[config.mk]
export PLATFORM = sky130hd
export DESIGN_NAME = pix_lite_cvt
export DESIGN_NICKNAME = d
export VERILOG_FILES = /design/src/rtl/pix_lite_pkg.sv /design/src/rtl/pix_lite_cvt_front.sv /design/src/rtl/pix_lite_cvt_csc.sv /design/src/rtl/pix_lite_cvt.sv
export SDC_FILE = /design/constraint.sdc
export NUM_CORES = 2
export LEC_CHECK = 0
export ABC_CLOCK_PERIOD_IN_PS = 7500
export BUFFER_PORTS_ARGS = -buffer_cell sky130_fd_sc_hd__buf_2
export CORE_AREA = 2 2 189 265
export CTS_CLUSTER_DIAMETER = 100
export CTS_CLUSTER_SIZE = 12
export DETAILED_ROUTE_END_ITERATION = 7
export DIE_AREA = 0 0 191 267
export GPL_TIMING_DRIVEN = 0
export PLACE_DENSITY = 0.82
export RECOVER_POWER = 25
export SLEW_MARGIN = 20
export SYNTH_ARGS = -nofsm -noshare
export SYNTH_HDL_FRONTEND = slang
export SYNTH_HIERARCHICAL = 1
export SYNTH_SLANG_ARGS = --single-unit
export TNS_END_PERCENT = 5
[constraint.sdc]
create_clock -name clk_i -period 7.5 [get_ports clk_i]
set_input_delay 2.25 -clock clk_i [delete_from_list [all_inputs] [get_ports clk_i]]
set_output_delay 2.25 -clock clk_i [all_outputs]
set_load 0.1 [all_outputs]
[src/rtl/pix_lite_pkg.sv]
package pix_lite_pkg;

  typedef enum logic [1:0] {
    FMT_YC422    = 2'd0,
    FMT_A4R4G4B4 = 2'd1,
    FMT_R5G6B5   = 2'd2,
    FMT_A8R8G8B8 = 2'd3
  } pix_fmt_e;

  typedef struct packed {
    logic        yuv;
    logic        std709;
    logic        lim;
    logic        eol;
    logic [7:0]  y;
    logic [7:0]  cb;
    logic [7:0]  cr;
    logic [31:0] argb;
  } pix_tok_t;

  // round(num/den * 2^frac), positive operands only
  function automatic int unsigned fx_coef(longint num, longint den, int frac);
    longint scaled;
    scaled = (num * (longint'(1) << frac) * 2 + den) / (2 * den);
    return int'(scaled);
  endfunction

  function automatic logic [7:0] avg_up(logic [7:0] a, logic [7:0] b);
    logic [8:0] s;
    s = {1'b0, a} + {1'b0, b} + 9'd1;
    return s[8:1];
  endfunction

  function automatic logic [31:0] widen(pix_fmt_e fmt, logic [31:0] d);
    case (fmt)
      FMT_A4R4G4B4: return {d[15:12], d[15:12], d[11:8], d[11:8],
                            d[7:4], d[7:4], d[3:0], d[3:0]};
      FMT_R5G6B5:   return {8'hFF, d[15:11], d[15:13], d[10:5], d[10:9],
                            d[4:0], d[4:2]};
      default:      return d;
    endcase
  endfunction

endpackage

[src/rtl/pix_lite_cvt_front.sv]
module pix_lite_cvt_front
  import pix_lite_pkg::*;
(
  input  logic        clk_i,
  input  logic        rst_ni,
  input  logic        en_i,
  input  pix_fmt_e    fmt_i,
  input  logic        std_sel_i,
  input  logic        lim_rng_i,
  input  logic        in_valid_i,
  input  logic [31:0] in_data_i,
  input  logic        in_eol_i,
  output logic        in_ready_o,
  output pix_tok_t    tok_o,
  output logic        tok_v_o
);

  logic        is_yc, take;
  logic        pend_v_q, pend_v_d, phase_q, phase_d, pend_eol_q;
  logic [31:0] pend_q;
  pix_tok_t    tok_q, tok_d;
  logic        tok_v_q, tok_v_d;

  assign is_yc      = (fmt_i == FMT_YC422);
  // pair slot free, or second pixel waiting for its neighbour
  assign in_ready_o = en_i && (!is_yc || !pend_v_q || phase_q);
  assign take       = in_valid_i && in_ready_o;

  always_comb begin
    tok_d        = tok_q;
    tok_v_d      = 1'b0;
    pend_v_d     = pend_v_q;
    phase_d      = phase_q;
    tok_d.std709 = std_sel_i;
    tok_d.lim    = lim_rng_i;
    if (!is_yc) begin
      tok_v_d    = take;
      tok_d.yuv  = 1'b0;
      tok_d.eol  = in_eol_i;
      tok_d.argb = widen(fmt_i, in_data_i);
    end else begin
      tok_d.yuv  = 1'b1;
      tok_d.argb = '0;
      if (pend_v_q && !phase_q) begin
        tok_v_d  = 1'b1;
        tok_d.y  = pend_q[7:0];
        tok_d.cb = pend_q[15:8];
        tok_d.cr = pend_q[31:24];
        tok_d.eol = 1'b0;
        phase_d  = 1'b1;
      end else if (pend_v_q && phase_q && (pend_eol_q || in_valid_i)) begin
        tok_v_d  = 1'b1;
        tok_d.y  = pend_q[23:16];
        tok_d.eol = pend_eol_q;
        tok_d.cb = pend_eol_q ? pend_q[15:8]  : avg_up(pend_q[15:8],  in_data_i[15:8]);
        tok_d.cr = pend_eol_q ? pend_q[31:24] : avg_up(pend_q[31:24], in_data_i[31:24]);
        pend_v_d = 1'b0;
        phase_d  = 1'b0;
      end
      if (take) begin
        pend_v_d = 1'b1;
        phase_d  = 1'b0;
      end
    end
  end

  always_ff @(posedge clk_i or negedge rst_ni) begin
    if (!rst_ni) begin
      tok_q      <= '0;
      tok_v_q    <= 1'b0;
      pend_v_q   <= 1'b0;
      phase_q    <= 1'b0;
      pend_q     <= '0;
      pend_eol_q <= 1'b0;
    end else if (en_i) begin
      tok_q    <= tok_d;
      tok_v_q  <= tok_v_d;
      pend_v_q <= pend_v_d;
      phase_q  <= phase_d;
      if (take && is_yc) begin
        pend_q     <= in_data_i;
        pend_eol_q <= in_eol_i;
      end
    end
  end

  assign tok_o   = tok_q;
  assign tok_v_o = tok_v_q;

endmodule

[src/rtl/pix_lite_cvt_csc.sv]
module pix_lite_cvt_csc
  import pix_lite_pkg::*;
#(
  parameter int FRAC = 10
) (
  input  logic        clk_i,
  input  logic        rst_ni,
  input  logic        en_i,
  input  pix_tok_t    tok_i,
  input  logic        tok_v_i,
  output logic        out_v_o,
  output logic [31:0] out_argb_o,
  output logic        out_eol_o
);

  localparam int CW   = FRAC + 3;
  localparam int AW   = CW + 12;
  localparam int NCH  = 3;
  localparam int unsigned ONE  = 1 << FRAC;
  localparam int unsigned HALF = 1 << (FRAC - 1);
  localparam longint DF = 1000000;
  localparam longint DL = 224000000;

  // index {std709, lim}
  localparam int unsigned K_Y  [4] = '{ONE, fx_coef(255, 219, FRAC), ONE, fx_coef(255, 219, FRAC)};
  localparam int unsigned K_R  [4] = '{fx_coef(1402000, DF, FRAC), fx_coef(longint'(1402000) * 255, DL, FRAC),
                                       fx_coef(1574800, DF, FRAC), fx_coef(longint'(1574800) * 255, DL, FRAC)};
  localparam int unsigned K_GB [4] = '{fx_coef(344136, DF, FRAC), fx_coef(longint'(344136) * 255, DL, FRAC),
                                       fx_coef(187324, DF, FRAC), fx_coef(longint'(187324) * 255, DL, FRAC)};
  localparam int unsigned K_GR [4] = '{fx_coef(714136, DF, FRAC), fx_coef(longint'(714136) * 255, DL, FRAC),
                                       fx_coef(468124, DF, FRAC), fx_coef(longint'(468124) * 255, DL, FRAC)};
  localparam int unsigned K_B  [4] = '{fx_coef(1772000, DF, FRAC), fx_coef(longint'(1772000) * 255, DL, FRAC),
                                       fx_coef(1855600, DF, FRAC), fx_coef(longint'(1855600) * 255, DL, FRAC)};

  logic [1:0] sel;
  logic signed [9:0]    yd, cbd, crd;
  logic signed [CW-1:0] ky, kr, kgb, kgr, kb;

  assign sel = {tok_i.std709, tok_i.lim};
  assign yd  = $signed({2'b00, tok_i.y}) - (tok_i.lim ? 10'sd16 : 10'sd0);
  assign cbd = $signed({2'b00, tok_i.cb}) - 10'sd128;
  assign crd = $signed({2'b00, tok_i.cr}) - 10'sd128;
  assign ky  = $signed(CW'(K_Y[sel]));
  assign kr  = $signed(CW'(K_R[sel]));
  assign kgb = $signed(CW'(K_GB[sel]));
  assign kgr = $signed(CW'(K_GR[sel]));
  assign kb  = $signed(CW'(K_B[sel]));

  // stage 1: products
  logic signed [AW-1:0] p_y_q, p_r_q, p_gb_q, p_gr_q, p_b_q;
  logic        s1_v_q, s1_yuv_q, s1_eol_q;
  logic [31:0] s1_argb_q;

  always_ff @(posedge clk_i or negedge rst_ni) begin
    if (!rst_ni) begin
      {p_y_q, p_r_q, p_gb_q, p_gr_q, p_b_q} <= '0;
      {s1_v_q, s1_yuv_q, s1_eol_q} <= '0;
      s1_argb_q <= '0;
    end else if (en_i) begin
      p_y_q     <= AW'(yd)  * AW'(ky);
      p_r_q     <= AW'(crd) * AW'(kr);
      p_gb_q    <= AW'(cbd) * AW'(kgb);
      p_gr_q    <= AW'(crd) * AW'(kgr);
      p_b_q     <= AW'(cbd) * AW'(kb);
      s1_v_q    <= tok_v_i;
      s1_yuv_q  <= tok_i.yuv;
      s1_eol_q  <= tok_i.eol;
      s1_argb_q <= tok_i.argb;
    end
  end

  // stage 2: sums
  logic signed [AW-1:0] sum_q [NCH];
  logic        s2_v_q, s2_yuv_q, s2_eol_q;
  logic [31:0] s2_argb_q;

  always_ff @(posedge clk_i or negedge rst_ni) begin
    if (!rst_ni) begin
      for (int i = 0; i < NCH; i++) sum_q[i] <= '0;
      {s2_v_q, s2_yuv_q, s2_eol_q} <= '0;
      s2_argb_q <= '0;
    end else if (en_i) begin
      sum_q[0]  <= p_y_q + p_r_q;
      sum_q[1]  <= p_y_q - p_gb_q - p_gr_q;
      sum_q[2]  <= p_y_q + p_b_q;
      s2_v_q    <= s1_v_q;
      s2_yuv_q  <= s1_yuv_q;
      s2_eol_q  <= s1_eol_q;
      s2_argb_q <= s1_argb_q;
    end
  end

  // stage 3: round, clamp, select
  logic [7:0] chan [NCH];

  for (genvar c = 0; c < NCH; c++) begin : g_clamp
    logic signed [AW-1:0] rnd, shf;
    assign rnd = sum_q[c] + AW'(HALF);
    assign shf = rnd >>> FRAC;
    always_comb begin
      if (shf[AW-1])          chan[c] = 8'h00;
      else if (|shf[AW-2:8])  chan[c] = 8'hFF;
      else                    chan[c] = shf[7:0];
    end
  end

  logic        s3_v_q, s3_eol_q;
  logic [31:0] s3_argb_q;

  always_ff @(posedge clk_i or negedge rst_ni) begin
    if (!rst_ni) begin
      s3_v_q    <= 1'b0;
      s3_eol_q  <= 1'b0;
      s3_argb_q <= '0;
    end else if (en_i) begin
      s3_v_q    <= s2_v_q;
      s3_eol_q  <= s2_eol_q;
      s3_argb_q <= s2_yuv_q ? {8'hFF, chan[0], chan[1], chan[2]} : s2_argb_q;
    end
  end

  assign out_v_o    = s3_v_q;
  assign out_argb_o = s3_argb_q;
  assign out_eol_o  = s3_eol_q;

endmodule

[src/rtl/pix_lite_cvt.sv]
module pix_lite_cvt
  import pix_lite_pkg::*;
#(
  parameter int FRAC = 10
) (
  input  logic        clk_i,
  input  logic        rst_ni,
  input  logic [1:0]  fmt_i,
  input  logic        std_sel_i,
  input  logic        lim_rng_i,
  input  logic        in_valid_i,
  input  logic [31:0] in_data_i,
  input  logic        in_eol_i,
  output logic        in_ready_o,
  output logic        out_valid_o,
  output logic [31:0] out_argb_o,
  output logic        out_eol_o,
  input  logic        out_ready_i
);

  logic     en, tok_v;
  pix_tok_t tok;

  // single stall for every stage
  assign en = !out_valid_o || out_ready_i;

  pix_lite_cvt_front u_front (
    .clk_i      (clk_i),
    .rst_ni     (rst_ni),
    .en_i       (en),
    .fmt_i      (pix_fmt_e'(fmt_i)),
    .std_sel_i  (std_sel_i),
    .lim_rng_i  (lim_rng_i),
    .in_valid_i (in_valid_i),
    .in_data_i  (in_data_i),
    .in_eol_i   (in_eol_i),
    .in_ready_o (in_ready_o),
    .tok_o      (tok),
    .tok_v_o    (tok_v)
  );

  pix_lite_cvt_csc #(.FRAC(FRAC)) u_csc (
    .clk_i      (clk_i),
    .rst_ni     (rst_ni),
    .en_i       (en),
    .tok_i      (tok),
    .tok_v_i    (tok_v),
    .out_v_o    (out_valid_o),
    .out_argb_o (out_argb_o),
    .out_eol_o  (out_eol_o)
  );

endmodule

==> impl_summary.md <==
Clocking
The number of clock buffers added by TritonCTS is 35. The clock tree from TritonCTS is done. The clock edge transition at the registers on the reported setup and hold paths is 0.06 ns. The later pin in the worst-skew pair is clocked with a latency of 0.55 ns.

Clock tree synthesis selected as its root buffer the cell clkbuf_16. The clock tree synthesis step divided the H-tree into 2 levels. Counting along the longest clock path gives a buffer depth of 3. Clock tree synthesis found a total of 349 sinks.

Synth
The number of distinct library cells after synthesis is 84. In the synthesized netlist, the number of instances is around 3.1k. By area the synthesized netlist is led by dfrtp_1, fa_1, ha_1. The mean instance size in the synthesized netlist is between 10 and 15 µm². Of all flip-flops after synthesis, the portion carrying an async set or reset was 100.0%. The area share of the largest cell type after synthesis is 27.93%. The number of enable-type register cells in the synthesized netlist is 0. Sequential elements use approximately 28% of the synthesized area. The main flop type after synthesis is dfrtp_1. The biggest area contributor in the post-synthesis netlist is dfrtp_1. The cell area after synthesis is 31260 µm². During synthesis, Yosys emitted a total of 6 warnings. After synthesis the netlist holds a flip-flop and latch count of roughly 350.

Floorplan
The chip width is roughly 190 µm. The initial utilization of the core area, before any placement, comes to 64.27%. The die covers 51000 µm². The die boundary height is 267 µm. For this design the top-level I/O count stands at 76. The number of placement rows is 96.

The total area inside the core boundary comes to slightly below 50000 µm².

Routing
The total detailed-routing wirelength is 90170 µm. After detailed routing, the average wire length per cell comes to 23.27 µm. For this run, design rule violations remaining after detail routing come to 0.

In the routed layout, each cell is associated on average with a via count of 6.171. The via count is 23.91k. In this run, the number of DRC markers left after iteration 0 of detailed routing was approximately 1.5k. The number of nets with antenna violations after detailed routing is 0. The first-pass detailed-route iteration total is 5.

Final layout
The fraction of final layout cells with drive strength greater than 1 is 11.89%. Summing all flip-flop and latch instances after layout gives approximately 9000 µm². The library cell used most frequently in the layout, excluding fill and tap cells, is inv_1.

The multi-input logic area is 20310 µm². The net count of the finished layout is around 3.9k. In the layout the commonest cells are inv_1, ha_1, dfrtp_1.

The area growth from synthesis to layout is 7.324%. The filler cells instantiated in the layout total 3667.

Critical path
STA puts the critical path data arrival time at 7.67 ns. STA classifies the critical path startpoint as a flop. The worst setup path is captured at a flop. The data required time of the worst path is 7.93 ns.

The type of the worst setup path is reg2reg. Along the worst path, the maximum fanout reaches 10.

Timing
The slew at the pin closest to its max-slew limit is 4.461 ns. The worst path setup slack after routing is 0.2583 ns. Across the routed clock network, the largest skew measured is between 0.02 and 0.03 ns. The worst slew slack as a fraction of its limit is -197.4%. The clock period could shrink to 7.242 ns. The number of max-slew violations in the final report is 95. The final number of hold-violating endpoints was 0. Setup violations remaining at the end of the flow were counted as 0. Setup repair after global routing left no endpoint under its margin. Static timing analysis puts the maximum clock frequency at 138.1 MHz.

The portion of the clock cycle consumed by the worst path in the final layout is 96.56%.

Global routing
The wire length of the first global-routing pass is 140700 µm. The via count of the first global-routing pass came to around 26k. The number of antenna violations at the first check in global routing is 1. Global routing finished with a remaining overflow of 0. The pin count of the biggest net entering global routing is roughly 100.

The overall routing resource usage is 36.60%.

Flow run
The tool flagged a number of max-cap violations equal to 1.

Placed design
The placer congestion estimate is 1.048. Timing analysis after detailed placement gives a worst setup slack of -1.463 ns. The count of buffers added on input and output ports is 75. The post-DP HPWL is around 73000 µm.

Worst hold path
The min-delay analysis places its worst path in the category reg2reg.

Run status
The flow ran to the end, but the final reports show violations. The checks that failed: max-capacitance violations, max-slew violations.
-- final cells by class --
class / instances / area share (%)
Tap cell: 637 / 2.375
Clock inverter: 4 / 0.1976
Timing Repair Buffer: 82 / 1.469
Clock buffer: 36 / 2.621
Sequential cell: 349 / 26.04
Buffer: 108 / 1.477
Antenna cell: 1 / 0.007458
Multi-Input combinational cell: 2187 / 60.53
Inverter: 471 / 5.280
-- flip-flops by register name, summed over array words and instances, names as in the netlist, 19 cells and up --
signal            flops
u_csc/s1_argb_q      32
u_csc/out_argb_o     32
u_csc/p_b_q          19
u_front/pend_q       32
u_front/tok_o        60
u_csc/p_gb_q         22
u_csc/p_r_q          19
u_csc/sum_q          48
u_csc/p_y_q          19
u_csc/s2_argb_q      32
u_csc/p_gr_q         22
-- cell usage after synthesis, types with 5 or more instances --
library cell    n
ha_1          386
or2_2          12
o21ai_0       112
o31ai_1         9
fa_1          255
nor4_1          6
nor3_1         33
o21bai_1       12
mux2_2        198
and2_1         54
a31oi_1        26
nor3b_1        21
o211ai_1        5
xor2_1         45
nand2_1       214
a211oi_1       29
buf_1           9
a21o_1         66
xnor2_1        75
nand4_1        12
o22ai_1        20
o21ai_1         9
a221o_1        19
and3_1         18
or3_1          12
nand3b_1        5
and4_1         10
a311oi_1       17
nor2_1        168
nor2b_1        42
clkbuf_1       86
nand3_1        40
a21oi_1        86
o21a_1         18
nand2b_1       51
inv_1         470
mux2i_1        18
a211o_1         7
buf_2          12
dfrtp_1       349
-- path summary, 6_finish.rpt --
kind                            depth (start not counted)                       startpoint                              end  slack [ns]
worst max-delay path                                   24    u_front/tok_o[58]$_DFFE_PN0P_      u_csc/p_r_q[21]$_DFFE_PN0P_        0.26
worst min-delay path                                    2  u_csc/out_argb_o[8]$_DFFE_PN0P_  u_csc/out_argb_o[8]$_DFFE_PN0P_        0.49
worst max register to register                         24    u_front/tok_o[58]$_DFFE_PN0P_      u_csc/p_r_q[21]$_DFFE_PN0P_        0.26
worst min register to register                          2  u_csc/out_argb_o[8]$_DFFE_PN0P_  u_csc/out_argb_o[8]$_DFFE_PN0P_        0.49
max in group asynchronous                               1                           rst_ni  u_csc/s1_argb_q[22]$_DFFE_PN0P_        1.49
min in group asynchronous                               1                           rst_ni  u_csc/s1_argb_q[16]$_DFFE_PN0P_        3.54
-- cell families after synthesis --
| family | count (synthesis) | share of synthesized area, % |
|---|---|---|
| AOI/OAI and AO/OA | 489 | 10.54 |
| muxes | 216 | 7.708 |
| xor gates and xnor gates | 120 | 3.362 |
| and+or+nand+nor | 716 | 11.40 |
| DFF | 349 | 27.93 |
| buffers and inverters | 583 | 7.259 |
| adders and majority gates | 641 | 31.78 |
| other | 2 | 0.02402 |
-- stage by stage --
stage | cell area, µm² | cells | util (%) | TNS, ns | hold WS [ns]
4_1_cts | 33550 | 3875 | 68.97 | 0 | 0.4915
5_1_grt | 33550 | 3874 | 68.97 | 0 | 0.5027
6_report | 33550 | 3875 | 68.98 | 0 | 0.4903
3_3_place_gp | 32450 | 3831 | 66.70 | -749.86 | 0.4689
3_5_place_dp | 32550 | 3835 | 66.92 | -38.48 | 0.4721
2_1_floorplan | 31280 | 3119 | - | 0 | 0.4432
-- what timing repair did --
action | 4_1_cts | 5_1_grt
hold buffers | 0 | 0
endpoints found under the hold margin | 0 | 0
cloned | 0 | 0
setup buffers | 3 | 0
pin swaps | 1 | 0
resized for setup | 14 | 10
setup endpoints to repair | 53 | 10
-- critical path, stage by stage (launching register included) --
cell,delay (ns)
dfrtp_2,0.51
clkbuf_2,0.25
inv_1,0.37
ha_1,0.34
clkbuf_1,0.52
nand2b_1,0.23
inv_1,0.10
fa_1,0.48
inv_1,0.05
fa_1,0.54
inv_1,0.06
fa_1,0.48
fa_1,0.50
inv_1,0.07
fa_1,0.50
inv_1,0.05
ha_1,0.23
a211oi_1,0.33
o21ai_1,0.16
a211o_1,0.34
a211oi_2,0.23
o21ai_0,0.14
a31oi_1,0.23
xnor2_1,0.13
mux2_2,0.28
-- layer usage --
| metal | vias up | share of wire [%] | GRT usage [%] |
|---|---|---|---|
| li1 | 10640 | - | - |
| met1 | 11850 | 35 | 40.39 |
| met2 | 1030 | 49 | 62.66 |
| met3 | 390 | 5.9 | 5.233 |
| met4 | 0 | 9.8 | 29.60 |
| met5 | - | 0 | 0 |
Power is not shown: default switching activity piles up to over one toggle a cycle in this logic, so the estimate is an artifact.
